File: src/rtl/trap_pkg.sv
package trap_pkg;
  // status bits
  localparam int unsigned ST_EXL = 1;
  localparam int unsigned ST_ERL = 2;
  localparam int unsigned ST_SR  = 20;
  localparam int unsigned ST_TS  = 21;
  localparam int unsigned ST_BEV = 22;
  localparam int unsigned ST_RP  = 27;
  // cause bits
  localparam int unsigned CA_CODE_LO = 2;
  localparam int unsigned CA_BD      = 31;
  // debug control bits
  localparam int unsigned DB_DBP = 1;
  localparam int unsigned DB_DM  = 30;
  localparam int unsigned DB_DBD = 31;

  typedef enum logic [1:0] {
    ACT_NONE = 2'd0,
    ACT_EXC  = 2'd1,
    ACT_DBG  = 2'd2
  } trap_act_e;
endpackage

File: src/rtl/trap_status_reg.sv
module trap_status_reg #(
  parameter int unsigned XLEN     = 32,
  parameter bit          ALT_MODE = 1'b0
) (
  input  logic            clk_i,
  input  logic            rst_ni,
  input  logic            take_exc_i,
  input  logic            ret_clr_i,
  input  logic            bev_clr_i,
  output logic [XLEN-1:0] status_o
);
  import trap_pkg::*;

  localparam logic [XLEN-1:0] RST_VAL = (XLEN'(1) << ST_ERL) | (XLEN'(1) << ST_BEV);

  logic [XLEN-1:0] q, base, nxt;

  generate
    if (ALT_MODE) begin : g_alt
      // two-deep mode/enable history stack in bits 5:0
      always_comb begin
        base = q;
        if (take_exc_i) base = {q[XLEN-1:6], q[3:0], 2'b00};
      end
    end else begin : g_std
      always_comb base = q;
    end
  endgenerate

  always_comb begin
    nxt = base;
    if (bev_clr_i) nxt[ST_BEV] = 1'b0;
    if (ret_clr_i) nxt[ST_EXL] = 1'b0;
    if (!ALT_MODE && take_exc_i) nxt[ST_EXL] = 1'b1;
  end

  always_ff @(posedge clk_i or negedge rst_ni) begin
    if (!rst_ni) q <= RST_VAL;
    else         q <= nxt;
  end

  assign status_o = q;
endmodule

File: src/rtl/trap_cause_epc.sv
module trap_cause_epc #(
  parameter int unsigned XLEN     = 32,
  parameter int unsigned CODE_W   = 5,
  parameter bit          ALT_MODE = 1'b0
) (
  input  logic              clk_i,
  input  logic              rst_ni,
  input  logic              take_exc_i,
  input  logic [CODE_W-1:0] code_i,
  input  logic [XLEN-1:0]   addr_i,
  input  logic              delay_i,
  input  logic              exl_i,
  output logic [XLEN-1:0]   cause_o,
  output logic [XLEN-1:0]   epc_o
);
  import trap_pkg::*;

  localparam int unsigned CODE_HI = CA_CODE_LO + CODE_W - 1;

  logic [XLEN-1:0] cause_q, cause_n, epc_q, epc_n, back_addr;

  assign back_addr = addr_i - XLEN'(4);

  generate
    if (ALT_MODE) begin : g_alt
      always_comb begin
        cause_n = cause_q;
        epc_n   = epc_q;
        if (take_exc_i) begin
          cause_n[CODE_HI:CA_CODE_LO] = code_i;
          cause_n[1:0]                = 2'b00;
          if (delay_i) cause_n[CA_BD] = 1'b1;
          epc_n = delay_i ? back_addr : addr_i;
        end
      end
    end else begin : g_std
      always_comb begin
        cause_n = cause_q;
        epc_n   = epc_q;
        if (take_exc_i) begin
          cause_n                     = '0;
          cause_n[CODE_HI:CA_CODE_LO] = code_i;
          if (exl_i) begin
            // nested: code only
            cause_n[CA_BD] = cause_q[CA_BD];
          end else begin
            cause_n[CA_BD] = delay_i;
            epc_n          = delay_i ? back_addr : addr_i;
          end
        end
      end
    end
  endgenerate

  always_ff @(posedge clk_i or negedge rst_ni) begin
    if (!rst_ni) begin
      cause_q <= '0;
      epc_q   <= '0;
    end else begin
      cause_q <= cause_n;
      epc_q   <= epc_n;
    end
  end

  assign cause_o = cause_q;
  assign epc_o   = epc_q;
endmodule

File: src/rtl/trap_debug_reg.sv
module trap_debug_reg #(
  parameter int unsigned XLEN = 32
) (
  input  logic            clk_i,
  input  logic            rst_ni,
  input  logic            take_dbg_i,
  input  logic            ret_clr_i,
  input  logic [XLEN-1:0] addr_i,
  input  logic            delay_i,
  output logic [XLEN-1:0] dbg_ctl_o,
  output logic [XLEN-1:0] depc_o
);
  import trap_pkg::*;

  logic [XLEN-1:0] ctl_q, ctl_n, depc_q, depc_n;

  always_comb begin
    ctl_n  = ctl_q;
    depc_n = depc_q;
    if (ret_clr_i) ctl_n[DB_DM] = 1'b0;
    if (take_dbg_i) begin
      ctl_n[DB_DBD] = delay_i;
      ctl_n[DB_DM]  = 1'b1;
      ctl_n[DB_DBP] = 1'b1;
      depc_n        = delay_i ? addr_i - XLEN'(4) : addr_i;
    end
  end

  always_ff @(posedge clk_i or negedge rst_ni) begin
    if (!rst_ni) begin
      ctl_q  <= '0;
      depc_q <= '0;
    end else begin
      ctl_q  <= ctl_n;
      depc_q <= depc_n;
    end
  end

  assign dbg_ctl_o = ctl_q;
  assign depc_o    = depc_q;
endmodule

File: src/rtl/trap_entry.sv
module trap_entry #(
  parameter int unsigned    XLEN      = 32,
  parameter int unsigned    CODE_W    = 5,
  parameter bit             ALT_MODE  = 1'b0,
  parameter logic [31:0]    BOOT_BASE = 32'hBFC0_0000,
  parameter logic [31:0]    RUN_BASE  = 32'h8000_0000,
  parameter logic [31:0]    DBG_VEC   = 32'hBFC0_0200
) (
  input  logic              clk_i,
  input  logic              rst_ni,
  input  logic              exc_req_i,
  input  logic [CODE_W-1:0] exc_code_i,
  input  logic [XLEN-1:0]   inst_addr_i,
  input  logic              in_delay_i,
  input  logic              dbg_brk_i,
  input  logic              ret_clr_i,
  input  logic              bev_clr_i,
  input  logic              ll_set_i,
  output logic [XLEN-1:0]   redirect_pc_o,
  output logic              redirect_vld_o,
  output logic [XLEN-1:0]   cause_o,
  output logic [XLEN-1:0]   status_o,
  output logic [XLEN-1:0]   epc_o,
  output logic [XLEN-1:0]   dbg_ctl_o,
  output logic [XLEN-1:0]   depc_o,
  output logic              ll_bit_o
);
  import trap_pkg::*;

  localparam logic [XLEN-1:0] OFS_GEN  = XLEN'(32'h180);
  localparam logic [XLEN-1:0] OFS_BOOT = ALT_MODE ? XLEN'(32'h180) : XLEN'(32'h380);
  localparam logic [XLEN-1:0] VEC_BOOT = XLEN'(BOOT_BASE) + OFS_BOOT;
  localparam logic [XLEN-1:0] VEC_RUN  = XLEN'(RUN_BASE) + OFS_GEN;

  trap_act_e       act;
  logic            take_exc, take_dbg, take_any;
  logic [XLEN-1:0] gen_vec, pc_q;
  logic            vld_q, ll_q;

  // debug wins when not already in debug mode
  always_comb begin
    if (dbg_brk_i && !dbg_ctl_o[DB_DM]) act = ACT_DBG;
    else if (exc_req_i)                 act = ACT_EXC;
    else                                act = ACT_NONE;
  end

  assign take_dbg = (act == ACT_DBG);
  assign take_exc = (act == ACT_EXC);
  assign take_any = take_dbg | take_exc;
  assign gen_vec  = status_o[ST_BEV] ? VEC_BOOT : VEC_RUN;

  trap_status_reg #(.XLEN(XLEN), .ALT_MODE(ALT_MODE)) u_status (
    .clk_i      (clk_i),
    .rst_ni     (rst_ni),
    .take_exc_i (take_exc),
    .ret_clr_i  (ret_clr_i),
    .bev_clr_i  (bev_clr_i),
    .status_o   (status_o)
  );

  trap_cause_epc #(.XLEN(XLEN), .CODE_W(CODE_W), .ALT_MODE(ALT_MODE)) u_cause (
    .clk_i      (clk_i),
    .rst_ni     (rst_ni),
    .take_exc_i (take_exc),
    .code_i     (exc_code_i),
    .addr_i     (inst_addr_i),
    .delay_i    (in_delay_i),
    .exl_i      (status_o[ST_EXL]),
    .cause_o    (cause_o),
    .epc_o      (epc_o)
  );

  trap_debug_reg #(.XLEN(XLEN)) u_debug (
    .clk_i      (clk_i),
    .rst_ni     (rst_ni),
    .take_dbg_i (take_dbg),
    .ret_clr_i  (ret_clr_i),
    .addr_i     (inst_addr_i),
    .delay_i    (in_delay_i),
    .dbg_ctl_o  (dbg_ctl_o),
    .depc_o     (depc_o)
  );

  always_ff @(posedge clk_i or negedge rst_ni) begin
    if (!rst_ni) begin
      pc_q  <= XLEN'(BOOT_BASE);
      vld_q <= 1'b0;
      ll_q  <= 1'b0;
    end else begin
      vld_q <= take_any;
      if (take_dbg)      pc_q <= XLEN'(DBG_VEC);
      else if (take_exc) pc_q <= gen_vec;
      if (take_any)      ll_q <= 1'b0;
      else if (ll_set_i) ll_q <= 1'b1;
    end
  end

  assign redirect_pc_o  = pc_q;
  assign redirect_vld_o = vld_q;
  assign ll_bit_o       = ll_q;
endmodule

File: config.mk
export PLATFORM = sky130hd
export DESIGN_NAME = trap_entry
export DESIGN_NICKNAME = d
export VERILOG_FILES = /design/src/rtl/trap_pkg.sv /design/src/rtl/trap_status_reg.sv /design/src/rtl/trap_cause_epc.sv /design/src/rtl/trap_debug_reg.sv /design/src/rtl/trap_entry.sv
export SDC_FILE = /design/constraint.sdc
export NUM_CORES = 1
export LEC_CHECK = 0
export BUFFER_PORTS_ARGS = -buffer_cell sky130_fd_sc_hd__buf_2
export CAP_MARGIN = 20
export CORE_MARGIN = 4
export CORE_UTILIZATION = 49
export CTS_CLUSTER_DIAMETER = 40
export DETAILED_ROUTE_END_ITERATION = 12
export PLACE_DENSITY = 0.93
export SETUP_SLACK_MARGIN = 0.1
export SYNTH_ARGS = -nofsm -noshare
export SYNTH_HDL_FRONTEND = slang
export SYNTH_SLANG_ARGS = --single-unit
export TNS_END_PERCENT = 30
File: constraint.sdc
create_clock -name clk_i -period 4.2 [get_ports clk_i]
set_clock_uncertainty 0.1 [all_clocks]
set_input_delay 0 -clock clk_i [delete_from_list [all_inputs] [get_ports clk_i]]
set_output_delay 0 -clock clk_i [all_outputs]
set_load 0.05 [all_outputs]
==> out/results.ini, run 1 <==
[setup_path]
crit_buf_inv=3
cp-end-kind=register
crit_path_max_fanout=6
path_class=in2reg
crit_chain=dlygate4sd3_1, buf_2, nor4b_4, nand4_2, nor4_1, xnor2_1, dlygate4sd3_1, o21ai_0
worstPathRequired_ns=4.29
cp_slowest_stage_delay_ns=0.58
slowest_stage=dlygate4sd3_1
crit_family=buffers and inverters
startpoint_type=input pin
critical_path_arrival_ns=2.64
critPathMostFrequentCell=dlygate4sd3_1

[die]
die-width_um=102
io_pins=239
num_rows=34
die_y_um=102
die_area_sq_mm=0.0104
initial_core_util=0.500
coreArea_sq_mm=0.00868

[timing]
rsz0062_at_grt=no
setup_viol_count_final=0
fmaxAchievable_mhz=393
tightest_slew_ns=0.622
period_share=0.607
tns_ns=0
finalHoldWorstSlack_ns=0.204
finalHoldViolations=0
slew_viol_final=0
max-slew-margin-rel=0.585
fin_crit_ns=2.55

[yosys]
synth_fa_ha_area_frac=0.00288
synthDistinctLibCells=33
netlist_area_sq_mm=0.00434
ys.flop_type=dfrtp_1
yosys.area_share.xor_xnor=0.0586
yosys-mux-area-fraction=0.0130
syn_inst=464
ys_warn_count=0
ys_ff_latch=80
ys_seq_area_frac=0.462
yosysTopAreaCellShare=0.450
ys_async_sr_fraction=1.00
yosys.area.top_type=dfrtp_1
avgSynthCellArea_sq_um=9.35
synthSimpleGateAreaFrac=0.167
synth-compound-area-share=0.0761
synth_area_leaders=dfrtp_1 45%, buf_4 20%, nand2_1 7.5%
synth_top_family_by_area=buffers and inverters
synth-edff-count=0

[layout]
fillers=706
fin_nets=677
antenna_cells=0
syn_to_final_growth_pct=23.1
final_util=0.615
drive_gt1_frac=0.267

[pwr]
peakVddDrop_v=0.000275
p_seq_frac=0.355
pwr-share-comb=0.460
p_int_uw=1430
p_leak_uw=0.00269
switching_power_uw=1470
powerDensity_mw_per_mm2=544
p_sw_frac=0.506
power_frac_clock=0.184

[global_routing]
grt_first_pass_wirelength_um=16600
grtUsageTotal=0.205
grt_pass1_vias=3393
grt_overflow=0
antenna_found_initial=0
grt_max_degree=81

[place]
hpwl_um=7210
io_buffers=132
finalWeightedCongestion=0.817

[flow_run]
cap_viol_max_count=0

[routing]
drt-initial-drc-count=122
drt.antenna.violating_nets=0
viasPerCell=4.67
wl_per_cell_um=14.6
vias=3473
first_pass_iters=4
routed_wirelength_um=10900
drc_errors=0

[cts]
cts_tree=built
cts_buffer_depth=2
cts_resized=0
htree_levels=3
ctsRootBufferMaster=clkbuf_8
clk_latency_ns=0.34
clock_sinks=80
cts-buffers-inserted=9
clk_pin_slew_ns=0.09

[min_path]
min-delay-path-class=in2reg

[status]
status=finished, final reports clean

## routing by layer
metal	track usage	vias to the layer above	part of all wire
met4	0.0938	0	0.030
met3	0.0382	31	0.076
met2	0.371	181	0.52
met5	0	-	0
li1	-	1621	-
met1	0.233	1640	0.37
## what timing repair did
item	in CTS	in global routing
endpoints found under the hold margin	157	9
hold buffers	47	1
buffers inserted	0	0
## per-stage QoR
stage | instances | instance area (sq um) | total power (uW) | setup slack [ns]
after global routing | 744 | 5340 | 3050 | 1.49
after CTS | 741 | 5280 | 2900 | 1.52
after detailed placement | 678 | 4610 | 2330 | 1.52
final | 744 | 5340 | 2910 | 1.65
after global placement | 678 | 4610 | 2300 | 1.71
after floorplan | 568 | 4730 | 2130 | 2.36
## state kept, by name (all words and copies together) (netlist names)
| name | count |
|---|---|
| u_cause.epc_o | 32 |
| u_debug.depc_o | 32 |
| u_cause.cause_o | 6 |
| redirect_pc_o | 3 |
| u_debug.dbg_ctl_o | 3 |
| u_status.status_o | 2 |
| ll_bit_o | 1 |
| redirect_vld_o | 1 |
## power groups by stage
stage	Sequential, uW	Combinational (uW)	Clock [uW]
floorplan	1610	518	0
global placement	1040	1270	0
global route	1050	1410	586
finish	1030	1340	535
detailed placement	1040	1290	0
CTS	1030	1320	553
## synth_stat cells (6+ instances only)
cell      count
o21ai_0      60
nor3_1       12
nor4_1        6
dfrtp_1      78
buf_4       116
inv_1         6
nand2_1      87
clkbuf_1     15
nor2_1       13
xnor2_1      24
## placed cells by master, fill, tap and decap left out, types with 11 or more instances in the layout
cell type,n
nand2_1,87
buf_2,131
nor2_1,13
dfrtp_1,78
dlygate4sd3_1,48
o21ai_0,60
nor3_1,12
conb_1,106
clkbuf_8,11
xnor2_1,24
## final cells by class
type	count	area, sq um	area share
Sequential cell	80	2000	0.375
Multi-Input combinational cell	351	1780	0.334
Timing Repair Buffer	183	1210	0.226
Clock buffer	11	151	0.0283
Tap cell	108	135	0.0253
Clock inverter	5	40.0	0.00750
Inverter	6	22.5	0.00422
## logic make-up (layout without fill, tap and decap cells)
kind of cell,count (synthesis),after routing
xor+xnor,29,29
compound gates,66,66
buf+inv,137,205
flops,80,80
fa+ha+maj,1,1
simple gates,144,144
mux,5,5
other cells,2,106
## worst reg2reg max path: stages (launching register included)
cell and delay (ns):
dfrtp_1 0.39, nand2b_2 0.13, buf_4 0.49, nand3_2 0.62, buf_16 0.39, nand2_1 0.10
o21ai_0 0.09
## worst paths after layout
kind                                       start               endpoint  slack [ns]  depth (start not counted)
setup / recovery                  inst_addr_i[4]     u_debug.depc_o[15]        1.65                          8
hold / removal                         bev_clr_i  u_status.status_o[22]        0.20                          3
setup reg to reg           u_debug.dbg_ctl_o[30]      u_cause.epc_o[15]        1.77                          6
hold reg to reg               u_debug.depc_o[19]     u_debug.depc_o[19]        0.38                          2
max in group asynchronous                 rst_ni      redirect_pc_o[28]        2.93                          4
min in group asynchronous                 rst_ni     u_debug.depc_o[24]        0.46                          3
No activity file was read; power rests on OpenSTA's default activity.
==> run 2, diff against run 1 <==
--- a/config.mk
+++ b/config.mk
@@ -8,10 +8,10 @@
 export BUFFER_PORTS_ARGS = -buffer_cell sky130_fd_sc_hd__buf_2
 export CAP_MARGIN = 20
 export CORE_MARGIN = 4
-export CORE_UTILIZATION = 49
+export CORE_UTILIZATION = 41
 export CTS_CLUSTER_DIAMETER = 40
 export DETAILED_ROUTE_END_ITERATION = 12
-export PLACE_DENSITY = 0.93
+export PLACE_DENSITY = 0.84
 export SETUP_SLACK_MARGIN = 0.1
 export SYNTH_ARGS = -nofsm -noshare
 export SYNTH_HDL_FRONTEND = slang
==> constraint.sdc (replaced) <==
create_clock -name clk_i -period 2.23 [get_ports clk_i]
set_clock_uncertainty 0.1 [all_clocks]
set_input_delay 0 -clock clk_i [delete_from_list [all_inputs] [get_ports clk_i]]
set_output_delay 0 -clock clk_i [all_outputs]
set_load 0.05 [all_outputs]
==> run 2 against run 1 <==
Effect of this change: critical path depth fell by 1; critical endpoint is now u_debug.depc_o[19]; clock power rose to 2.6 times the previous value; total power rose by 100%; final cell count rose by 3.9%; global-route usage fell by 3.5 points; highest routed layer unchanged; flip-flop and latch count did not move.
==> out/results.ini, run 2 (synthesis gave the netlist of run 1 again) <==
[status]
status=finished, final reports clean

[die]
io_pins=239  ; unchanged
die-width_um=111  ; +8.6%
num_rows=37  ; +8.8%
coreArea_sq_mm=0.0103  ; +19%
die_y_um=111  ; +8.6%
initial_core_util=0.420  ; -0.0797
die_area_sq_mm=0.0123  ; +18%

[cts]
ctsRootBufferMaster=clkbuf_8
clk_pin_slew_ns=0.08  ; about the same
cts_tree=built
htree_levels=3  ; unchanged
clock_sinks=80  ; unchanged
cts_resized=0  ; unchanged
cts-buffers-inserted=9  ; unchanged
clk_latency_ns=0.34  ; about the same
cts_buffer_depth=2  ; unchanged

[setup_path]
worst-path-stages=7  ; -1
slowest_stage=dlygate4sd3_1
r2r_setup_slack_ns=0.43  ; -1.34 ns
worstPathRequired_ns=2.34  ; -1.95 ns
worstSetupEndpoint=u_debug.depc_o[19]
startpoint_type=input pin
crit_path_max_fanout=8  ; +2
crit_family=simple AND/OR/NAND/NOR gates
crit_buf_inv=2  ; -1
startpoint=inst_addr_i[10]
cp-end-kind=register
critical_path_arrival_ns=2.03  ; -0.61 ns
rr_endpoint=ll_bit_o
path_class=in2reg
cp_slowest_stage_delay_ns=0.54  ; -0.04 ns
timing.rr.start=u_debug.dbg_ctl_o[30]
crit_chain=dlygate4sd3_1, buf_2, nor2_1, nand4_2, nor4_1, xnor2_1, o21ai_0
reg2regPathDepth=5  ; -1

[layout]
seq_area_sq_mm=0.00200  ; unchanged
fin_nets=678  ; +0.15%
fillers=902  ; +28%
final_common_cell=buf_2
multiInputGateArea_sq_mm=0.00178  ; unchanged
syn_to_final_growth_pct=25.1
drive_gt1_frac=0.272  ; +0.00429
final_cell_mix=131 x buf_2, 106 x conb_1, 87 x nand2_1
antenna_cells=0  ; unchanged
final_area_sq_mm=0.00543  ; +1.6%

[timing]
period_share=0.861
tightest_slew_ns=0.521  ; -0.102 ns
fin_crit_ns=1.92
finalHoldViolations=0  ; unchanged
fmaxAchievable_mhz=521
rsz0062_at_grt=no
setup_viol_count_final=0  ; unchanged
tns_ns=0  ; unchanged
max-slew-margin-rel=0.653  ; +0.0683
slew_viol_final=0  ; unchanged

[routing]
viasPerCell=4.38  ; -6.1%
drt-initial-drc-count=206  ; +69%
drt.antenna.violating_nets=0  ; unchanged
first_pass_iters=4  ; unchanged
routed_wirelength_um=10800  ; -0.66%
wl_per_cell_um=14.0  ; -4.4%
vias=3388  ; -2.4%
drc_errors=0  ; unchanged

[min_path]
min-delay-path-class=in2reg
hold_start=inst_addr_i[3]

[global_routing]
grtUsageTotal=0.169  ; -0.0354
antenna_found_initial=0  ; unchanged
grt_first_pass_wirelength_um=16900  ; +2.0%
grt_pass1_vias=3324  ; -2.0%
grt_max_degree=43  ; -47%
grt_overflow=0  ; unchanged

[place]
finalWeightedCongestion=0.781  ; -4.4%
io_buffers=132  ; unchanged
hpwl_um=7870  ; +9.2%
dpl-instance-area_sq_mm=0.00472  ; +2.3%

[pwr]
powerDensity_mw_per_mm2=1080  ; +98%
peakVddDrop_v=0.000497  ; +81%
power.total_uw=5840  ; +100%
p_leak_uw=0.00274  ; +1.6%

[flow_run]
cap_viol_max_count=0  ; unchanged

==> run 2: cell types whose count changed in the layout (fill, tap and decap cells not counted) <==
| cell | before | now |
|---|---|---|
| clkbuf_1 | 0 | 2 |
| bufinv_16 | 0 | 4 |
| inv_6 | 1 | 0 |
| clkbuf_8 | 11 | 9 |
| buf_4 | 2 | 7 |
| dlygate4sd3_1 | 48 | 44 |
| clkinvlp_4 | 3 | 0 |
| buf_12 | 0 | 2 |
| buf_16 | 2 | 0 |
==> run 2: how the worst min path moves through the flow <==
stage / to / slack [ns] / depth (start not counted)
after floorplan: ll_bit_o / -0.40 / 0
after global placement: u_debug.depc_o[1] / -0.09 / 1
after detailed placement: u_debug.depc_o[1] / -0.09 / 1
after CTS: u_cause.epc_o[5] / 0.004 / 4
after global routing: u_cause.epc_o[5] / 0.04 / 4
final: u_cause.epc_o[5] / 0.01 / 4
==> run 2: area by class of cell <==
type                            instances  share of cell area
Sequential cell                        80               0.369
Timing Repair Buffer                  184               0.219
Multi-Input combinational cell        351               0.328
Clock inverter                          5              0.0237
Inverter                                6             0.00415
Tap cell                              136              0.0314
Clock buffer                           11              0.0242
==> run 2: repair_timing <==
| item | CTS | global route |
|---|---|---|
| setup buffers | 0 | 1 |
| hold buffers | 44 | 0 |
| hold endpoints to repair | 154 | 0 |
| endpoints found under the setup margin | 0 | 3 |
==> run 2: worst min-delay path: cells and delay by family <==
family,cells,cell delay (ns)
XOR/XNOR,1,0.17
buffers and inverters,1,0.11
AO/OA/AOI/OAI,1,0.07
AND/OR/NAND/NOR,1,0.06
==> run 2: power breakdown <==
part | switching, uW | internal (uW) | total (uW)
registers | 176 | 1760 | 1940
logic | 2040 | 470 | 2510
clock network | 530 | 861 | 1390
==> run 2: layer usage <==
metal	vias up	share of wire	track usage
li1	1624	-	-
met1	1592	0.41	0.202
met2	155	0.50	0.300
met3	17	0.074	0.0404
met4	0	0.018	0.0525
met5	-	0	0
==> run 2: metrics by stage <==
| stage | setup slack (ns) | std cells | hold WS, ns | utilization |
|---|---|---|---|---|
| after floorplan | 0.388 | 568 | -0.396 | - |
| after global placement | 0.493 | 712 | -0.0928 | 0.457 |
| after detailed placement | 0.400 | 712 | -0.0886 | 0.457 |
| after CTS | 0.217 | 772 | 0.00408 | 0.525 |
| after global routing | 0.108 | 773 | 0.0427 | 0.526 |
| final | 0.310 | 773 | 0.0112 | 0.526 |
